$ cat src/rtl/shadow_map_decoder.sv
module shadow_map_decoder #(
  parameter int AW = 32,
  parameter int NDESC = 8,
  parameter int LINE_BYTES = 64,
  parameter logic [AW-1:0] MEM_TOP_RST = 32'h4000_0000,
  localparam int IDXW = (NDESC > 1) ? $clog2(NDESC) : 1,
  localparam int LG = $clog2(LINE_BYTES)
) (
  input  logic            clk,
  input  logic            rst_n,
  input  logic            cfg_we,
  input  logic [2:0]      cfg_sel,
  input  logic [IDXW-1:0] cfg_idx,
  input  logic [AW-1:0]   cfg_wdata,
  output logic            cfg_err,
  input  logic [AW-1:0]   lk_addr,
  output logic            lk_shadow,
  output logic            lk_hit,
  output logic [IDXW-1:0] lk_idx,
  output logic            lk_kind,
  output logic [AW-1:0]   lk_off,
  output logic [1:0]      lk_mode
);

  logic [AW-1:0] abase [NDESC];
  logic [AW-1:0] dbase [NDESC];
  logic [15:0]   cnt   [NDESC];
  logic [1:0]    alg   [NDESC];
  logic [2:0]    dlg   [NDESC];
  logic [1:0]    mode  [NDESC];
  logic [NDESC-1:0] en;
  logic [AW-1:0] mem_top, io_base, io_end;

  function automatic logic in_rng(input logic [AW-1:0] a, input logic [AW-1:0] b,
                                  input logic [AW-1:0] sz);
    return ({1'b0, a} >= {1'b0, b}) && ({1'b0, a} < ({1'b0, b} + {1'b0, sz}));
  endfunction

  // write validation
  logic [7:0]    w_db;
  logic [2:0]    w_dlg;
  logic          w_pow2;
  logic [AW-1:0] w_asz, w_dsz;
  logic          base_ok, ctrl_ok, w_bad;

  assign w_db   = cfg_wdata[27:20];
  assign w_pow2 = (w_db != 8'd0) && ((w_db & (w_db - 8'd1)) == 8'd0);

  always_comb begin
    w_dlg = 3'd0;
    for (int b = 0; b < 8; b++)
      if (w_db[b]) w_dlg = 3'(b);
  end

  assign w_asz   = AW'(cfg_wdata[15:0]) << cfg_wdata[17:16];
  assign w_dsz   = AW'(cfg_wdata[15:0]) << w_dlg;
  assign base_ok = (cfg_wdata[LG-1:0] == '0);
  assign ctrl_ok = w_pow2 && (cfg_wdata[19:18] != 2'd3) &&
                   (w_asz[LG-1:0] == '0) && (w_dsz[LG-1:0] == '0);
  assign w_bad   = cfg_we && (((cfg_sel == 3'd0 || cfg_sel == 3'd1) && !base_ok) ||
                              (cfg_sel == 3'd2 && !ctrl_ok));

  always_ff @(posedge clk) begin
    if (!rst_n) begin
      for (int i = 0; i < NDESC; i++) begin
        abase[i] <= '0;
        dbase[i] <= '0;
        cnt[i]   <= '0;
        alg[i]   <= '0;
        dlg[i]   <= '0;
        mode[i]  <= '0;
      end
      en      <= '0;
      mem_top <= MEM_TOP_RST;
      io_base <= '0;
      io_end  <= '0;
      cfg_err <= 1'b0;
    end else if (cfg_we) begin
      if (w_bad) cfg_err <= 1'b1;
      else begin
        case (cfg_sel)
          3'd0: abase[cfg_idx] <= cfg_wdata;
          3'd1: dbase[cfg_idx] <= cfg_wdata;
          3'd2: begin
            cnt[cfg_idx]  <= cfg_wdata[15:0];
            alg[cfg_idx]  <= cfg_wdata[17:16];
            mode[cfg_idx] <= cfg_wdata[19:18];
            dlg[cfg_idx]  <= w_dlg;
            en[cfg_idx]   <= cfg_wdata[31];
          end
          3'd4: mem_top <= cfg_wdata;
          3'd5: io_base <= cfg_wdata;
          3'd6: io_end  <= cfg_wdata;
          3'd7: cfg_err <= 1'b0;
          default: ;
        endcase
      end
    end
  end

  // lookup
  logic in_io;
  assign in_io     = (lk_addr >= io_base) && (lk_addr < io_end);
  assign lk_shadow = (lk_addr >= mem_top) && !in_io;

  logic [AW-1:0] raw_off;
  logic          any;

  always_comb begin
    any     = 1'b0;
    lk_idx  = '0;
    lk_kind = 1'b0;
    lk_mode = 2'd0;
    raw_off = '0;
    for (int i = NDESC - 1; i >= 0; i--) begin
      if (en[i] && in_rng(lk_addr, dbase[i], AW'(cnt[i]) << dlg[i])) begin
        any = 1'b1; lk_idx = IDXW'(i); lk_kind = 1'b1; lk_mode = mode[i];
        raw_off = lk_addr - dbase[i];
      end
      if (en[i] && in_rng(lk_addr, abase[i], AW'(cnt[i]) << alg[i])) begin
        any = 1'b1; lk_idx = IDXW'(i); lk_kind = 1'b0; lk_mode = mode[i];
        raw_off = lk_addr - abase[i];
      end
    end
  end

  assign lk_hit = lk_shadow && any;
  assign lk_off = {raw_off[AW-1:LG], {LG{1'b0}}};


  hit_needs_shadow_chk: assert property (@(posedge clk) disable iff (!rst_n)
    lk_hit |-> lk_shadow);

  off_line_aligned_chk: assert property (@(posedge clk) disable iff (!rst_n)
    lk_off[LG-1:0] == '0);

  io_never_shadow_chk: assert property (@(posedge clk) disable iff (!rst_n)
    (lk_addr >= io_base && lk_addr < io_end) |-> !lk_shadow && !lk_hit);

  err_sticky_chk: assert property (@(posedge clk) disable iff (!rst_n)
    (cfg_err && !(cfg_we && cfg_sel == 3'd7)) |=> cfg_err);

  err_needs_write_chk: assert property (@(posedge clk) disable iff (!rst_n)
    $rose(cfg_err) |-> $past(cfg_we));

  below_top_normal_chk: assert property (@(posedge clk) disable iff (!rst_n)
    (lk_addr < mem_top) |-> !lk_shadow);

endmodule

$ cat config.mk
export PLATFORM = sky130hd
export DESIGN_NAME = shadow_map_decoder
export DESIGN_NICKNAME = d
export VERILOG_FILES = /design/src/rtl/shadow_map_decoder.sv
export SDC_FILE = /design/constraint.sdc
export NUM_CORES = 2
export LEC_CHECK = 0
export ABC_AREA = 1
export BUFFER_PORTS_ARGS = -buffer_cell sky130_fd_sc_hd__buf_2
export CELL_PAD_IN_SITES_DETAIL_PLACEMENT = 1
export CELL_PAD_IN_SITES_GLOBAL_PLACEMENT = 1
export CORE_MARGIN = 2
export CORE_UTILIZATION = 30
export DETAILED_ROUTE_END_ITERATION = 10
export GPL_ROUTABILITY_DRIVEN = 0
export MAX_ROUTING_LAYER = met4
export PLACE_DENSITY = 0.57
export SLEW_MARGIN = 10
export SYNTH_ARGS = -nofsm -noshare
export SYNTH_HDL_FRONTEND = slang
export SYNTH_SLANG_ARGS = --single-unit
export TNS_END_PERCENT = 100
$ cat constraint.sdc
create_clock -name clk -period 6.9 [get_ports clk]
set_input_delay 0.69 -clock clk [delete_from_list [all_inputs] [get_ports clk]]
set_output_delay 0.69 -clock clk [all_outputs]
set_load 0.01 [all_outputs]
**Word-level counts from Yosys, hierarchy flattened**

Memory sizes are Yosys's and may differ from the RTL's.
Index checks and enable logic that the tools add are counted.

- Flip-flop bits (word level): 105
- Bits in writable memories: 696
- Input bits: 73
- Output and inout bits: 41
- Logic and storage cells: 299
- Memories kept: 6

Memories:

| name | words | width | rd ports | clocked after memory_dff | write ports | RTL line | source |
|---|---|---|---|---|---|---|---|
| abase | 8 | 32 | 8 | 0 | 8 | 25 | `logic [AW-1:0] abase [NDESC];` |
| dbase | 8 | 32 | 8 | 0 | 8 | 26 | `logic [AW-1:0] dbase [NDESC];` |
| cnt | 8 | 16 | 8 | 0 | 8 | 27 | `logic [15:0] cnt [NDESC];` |
| dlg | 8 | 3 | 8 | 0 | 8 | 29 | `logic [2:0] dlg [NDESC];` |
| alg | 8 | 2 | 8 | 0 | 8 | 28 | `logic [1:0] alg [NDESC];` |
| mode | 8 | 2 | 8 | 0 | 8 | 30 | `logic [1:0] mode [NDESC];` |

- $add $sub $neg: 33
- Magnitude comparators: 37
- Eq/ne operators: 7
- Shift operators: 18
- Muxes and demuxes: 125
- Bitwise gates (word level): 2
- Reductions and logical operators: 66

Operators with widths:

| operator | count |
|---|---|
| >= comparator 32 bit | 18 |
| two-way mux 32 bit | 18 |
| adder 32 x 32 -> 33 bit | 16 |
| less-than comparator 32 x 33 -> 1 bit | 16 |
| subtractor 32 bit | 16 |
| left shift 16 x 2 -> 32 bit | 8 |
| left shift 16 x 3 -> 32 bit | 8 |
| two-way mux 3 bit | 29 |
| OR reduction 32 bit | 2 |
| two-way mux 1 bit | 57 |
| logical AND 1 bit | 43 |
| two-way mux 2 bit | 18 |
| less-than comparator 32 bit | 1 |
| zero test 6 bit | 3 |
| two-way mux 16 bit | 1 |
| OR reduction 16 bit | 1 |
| left shift 16 x 2 -> 6 bit | 1 |
| left shift 16 x 3 -> 6 bit | 1 |
| equality test 3 bit, second input constant | 4 |
| AND reduction 3 bit | 4 |
| AND 8 bit | 1 |
| bitwise mux 8 bit | 1 |
| zero test 8 bit | 1 |
| nonzero test 8 bit | 1 |
| other kinds (15) | 19 |

**Depth between registers and ports, before layout**

An unclocked memory read counts as a cell.

- Word-level depth: 23
- Depth in mapped cells: 58
- Gate-level depth less buffers: 57

**Least setup slack after synthesis**

No wires, ideal clock.

- Kind: reg2out
- Start point: memory alg[7][1]
- End point: output lk_off[7]
- Arrival time: 5.633 ns
- Data required time: 6.210 ns
- Slack: 0.577 ns
- Cell stages (with the launch flop): 53
- Buffers on the path: 3
- Cell sequence: edfxtp_1 -> clkbuf_1 -> clkbuf_1 -> o21ai_0 -> ha_1 -> nand2_1 -> nor2_1 -> a211oi_1 -> o21ai_1 -> nand3_1 -> nand2_1 -> nand3_1 -> nand2_1 -> nand2_1 -> nand2_1 -> a21oi_1 -> o21ai_1 -> nand3_1 -> [... 17 more ...] -> nand3_2 -> nand2_1 -> buf_2 -> o211ai_1 -> nand3_1 -> nand2_1 -> nand2_1 -> nand2_1 -> nand2_1 -> nand2_1 -> nand2_1 -> nand2_1 -> nand2_1 -> nand2_1 -> nand2_1 -> nand2_1 -> a21oi_1 -> nor2_1

RTL lines:

| element | RTL line | source |
|---|---|---|
| start: declaration | 28 |  |
| end: declaration | 21 | `output logic [AW-1:0] lk_off,` |

==> qor.txt <==
Status: finished with violations
Failing checks: setup timing
Placed Cells: 18547
WL per Instance: 24.6 um
Post-Route WL: 469000 um
Tot GR Track Use: 28.8%
Crit path launch: dlg[6][0]
Root buffer cell: clkbuf_16
Min-delay src: cfg_we
CTS tree: done
CP most frequent cell: buf_4
Clk slew on worst S/H paths: 0.06 ns
IO Count: 114
Yosys warns: 0
Synth Flop Type: edfxtp_1
Crit path kind: flip-flop to primary output
Via count: 100198
Area grow syn2layout: 27.0%
Final Net Count: 16245
Syn Inst Count: 13129
Number of synthesized register bits: 801
First-pass GRT wire length: 670000 um
Critical path launch point type: flip-flop
Hold crit path type: input port to flip-flop
Hold path depth: 3
Max Cap Viol: 0
Initial Util: 30.1%
Critical path arrival: 7.57 ns
Slowest cell on crit path: edfxtp_1
Most common cell after layout, fill and taps aside: nand2_1
PD cells: 183 nW/um2
Hold Vio Cnt, Final: 0
R2R depth: 2
# fillers: 38931
Tmin final: 8.26 ns
RSZ-0062 raised after global routing: true
Final Power: 22200 uW
Die height: 568 um
Synthesized area: 95400 um2
Post-synthesis sequential area ratio: 24.1%
Row cnt: 207
Worst EP required: 6.21 ns
Setup_tns: -38.33 ns
Synth unique cells: 82
Final Util: 38.2%
Count of final max-slew check failures: 0
EDFF count, synth: 696
Die area: 323000 um2
Hold_buf cts: 0
Grt ovf: 0
# setup viols final: 33
Pin count of the biggest net entering global routing: 76
Antenna Nets Post-Route: 0
Total clock sinks: 801
Htree depth: 3
Fin Hold WS: 0.0923 ns
Initial antenna violation count: 49
VDD IR max: 0.000220 V
Routed vias/inst: 5.27
Worst-skew pair later-pin latency: 0.89 ns
Vias in the first global route: 98983
Crit path largest cell delay: 0.49 ns
Leakage: 0.0563 uW
Max Root-Sink Buffers: 4
Core ar.: 317000 um2
Reg2Reg Launch Point: en[0]
Final worst slack: -1.36 ns
DR iter-0 viols: 8311
Asr flop ratio synth: 0%
Port bufs: 107
Number of detailed-route iterations in the first pass: 5
DPL Wire Length: 362000 um
Worst Tran Pin Value: 1.20 ns
Synth Area per Inst: 7.27 um2
Crit-path max FO: 6
Final worst-path cycle share: 120%
# DRC: 0
Fmax: 0.121 GHz
Worst setup EP type: primary output
Post-Layout Cell Count: 19012
Commonest non-fill, non-tap cells in the layout: 2087 x nand2_1, 1561 x inv_1, 1452 x buf_4
Max_slew headroom: 19.6%
Die Wd: 568 um
TritonCTS buffer count: 120
Layout cells sized above 1: 18.8%
Clk_skew: 0 ns
-- state kept, by name, indices dropped and copies added, names as in the netlist --
| register | count |
|---|---|
| cnt | 128 |
| dbase | 256 |
| io_base | 32 |
| dlg | 24 |
| mem_top | 32 |
| io_end | 32 |
| mode | 16 |
| en | 8 |
| abase | 256 |
| cfg_err | 1 |
| alg | 16 |
-- stage by stage --
stage	setup WS (ns)	area, um2
after floorplan	0.577	95900
after global placement	-1.10	111000
after detailed placement	-1.11	111000
after CTS	-1.31	118000
after global routing	-1.64	121000
final	-1.36	121000
-- worst max-delay path, delay by kind of cell, from the launching register on --
kind	cells	cell delay [ns]
AOI/OAI and AO/OA	5	0.80
xor gates and xnor gates	1	0.12
adders and majority gates	2	0.57
buffers and inverters	18	2.30
DFF	1	0.49
and+or+nand+nor	22	2.37
-- final cells by class --
type | instances | area [um2] | share of cell area (%)
diodes | 17 | 42.5 | 0.0351
clock buffers | 143 | 3170 | 2.62
clock inverters | 77 | 836 | 0.690
inverters | 1632 | 6180 | 5.10
multi-input cells | 10497 | 68900 | 56.9
flip-flops and latches | 801 | 23000 | 19.0
well taps | 4180 | 5230 | 4.32
repair buffers | 1665 | 13700 | 11.3
-- cell usage after synthesis, types with 22 or more instances --
library cell | number | area, um2
a211oi_1 | 58 | 435
a21o_1 | 54 | 405
a21oi_1 | 1342 | 6720
a31oi_1 | 60 | 375
buf_2 | 39 | 195
clkbuf_1 | 244 | 916
clkinv_1 | 30 | 113
dfxtp_1 | 105 | 2100
edfxtp_1 | 696 | 20900
ha_1 | 1439 | 18000
inv_1 | 1592 | 5980
mux2i_1 | 191 | 1910
nand2_1 | 2408 | 9040
nand2_2 | 36 | 225
nand3_1 | 409 | 2050
nand3_2 | 27 | 270
nand4_1 | 183 | 1140
nor2_1 | 1348 | 5060
nor3_1 | 176 | 881
nor4_1 | 63 | 394
o211ai_1 | 50 | 375
o21a_1 | 54 | 405
o21ai_0 | 1138 | 5700
o21ai_1 | 96 | 480
o21ai_2 | 38 | 333
o21bai_1 | 53 | 398
o221ai_1 | 40 | 350
o31ai_1 | 22 | 165
xnor2_1 | 326 | 2860
xor2_1 | 518 | 4540
-- power breakdown --
group	internal, uW	switching (uW)
clock	3820	2740
sequential	5530	233
combinational	3890	5940
total	13200	8920
-- kinds of logic after synthesis --
kind of cell / synth area share [%]
compound gates: 18.2
other cells: 0.00393
fa+ha+maj: 19.2
simple gates: 20.7
buf+inv: 7.95
flops: 24.1
mux: 2.00
xor+xnor: 7.75
-- path summary, 6_finish.rpt --
check	endpoint	slack (ns)
worst max-delay path	lk_off[16]	-1.36
worst max register to register	en[0]	6.15
worst min-delay path	cfg_err	0.09
worst min register to register	cfg_err	0.48
-- metal layers --
metal	track usage, %	part of all wire (%)
met2	44.4	44
met1	39.9	47
met3	3.15	6.0
met4	7.83	3.2
met5	-	0
-- repair_timing --
item	CTS	global route
setup buffers	134	83
gates resized for setup	685	535
pin swaps	272	386
gates cloned	15	4
endpoints found under the setup margin	33	33
(Power assumes the default switching activity.)
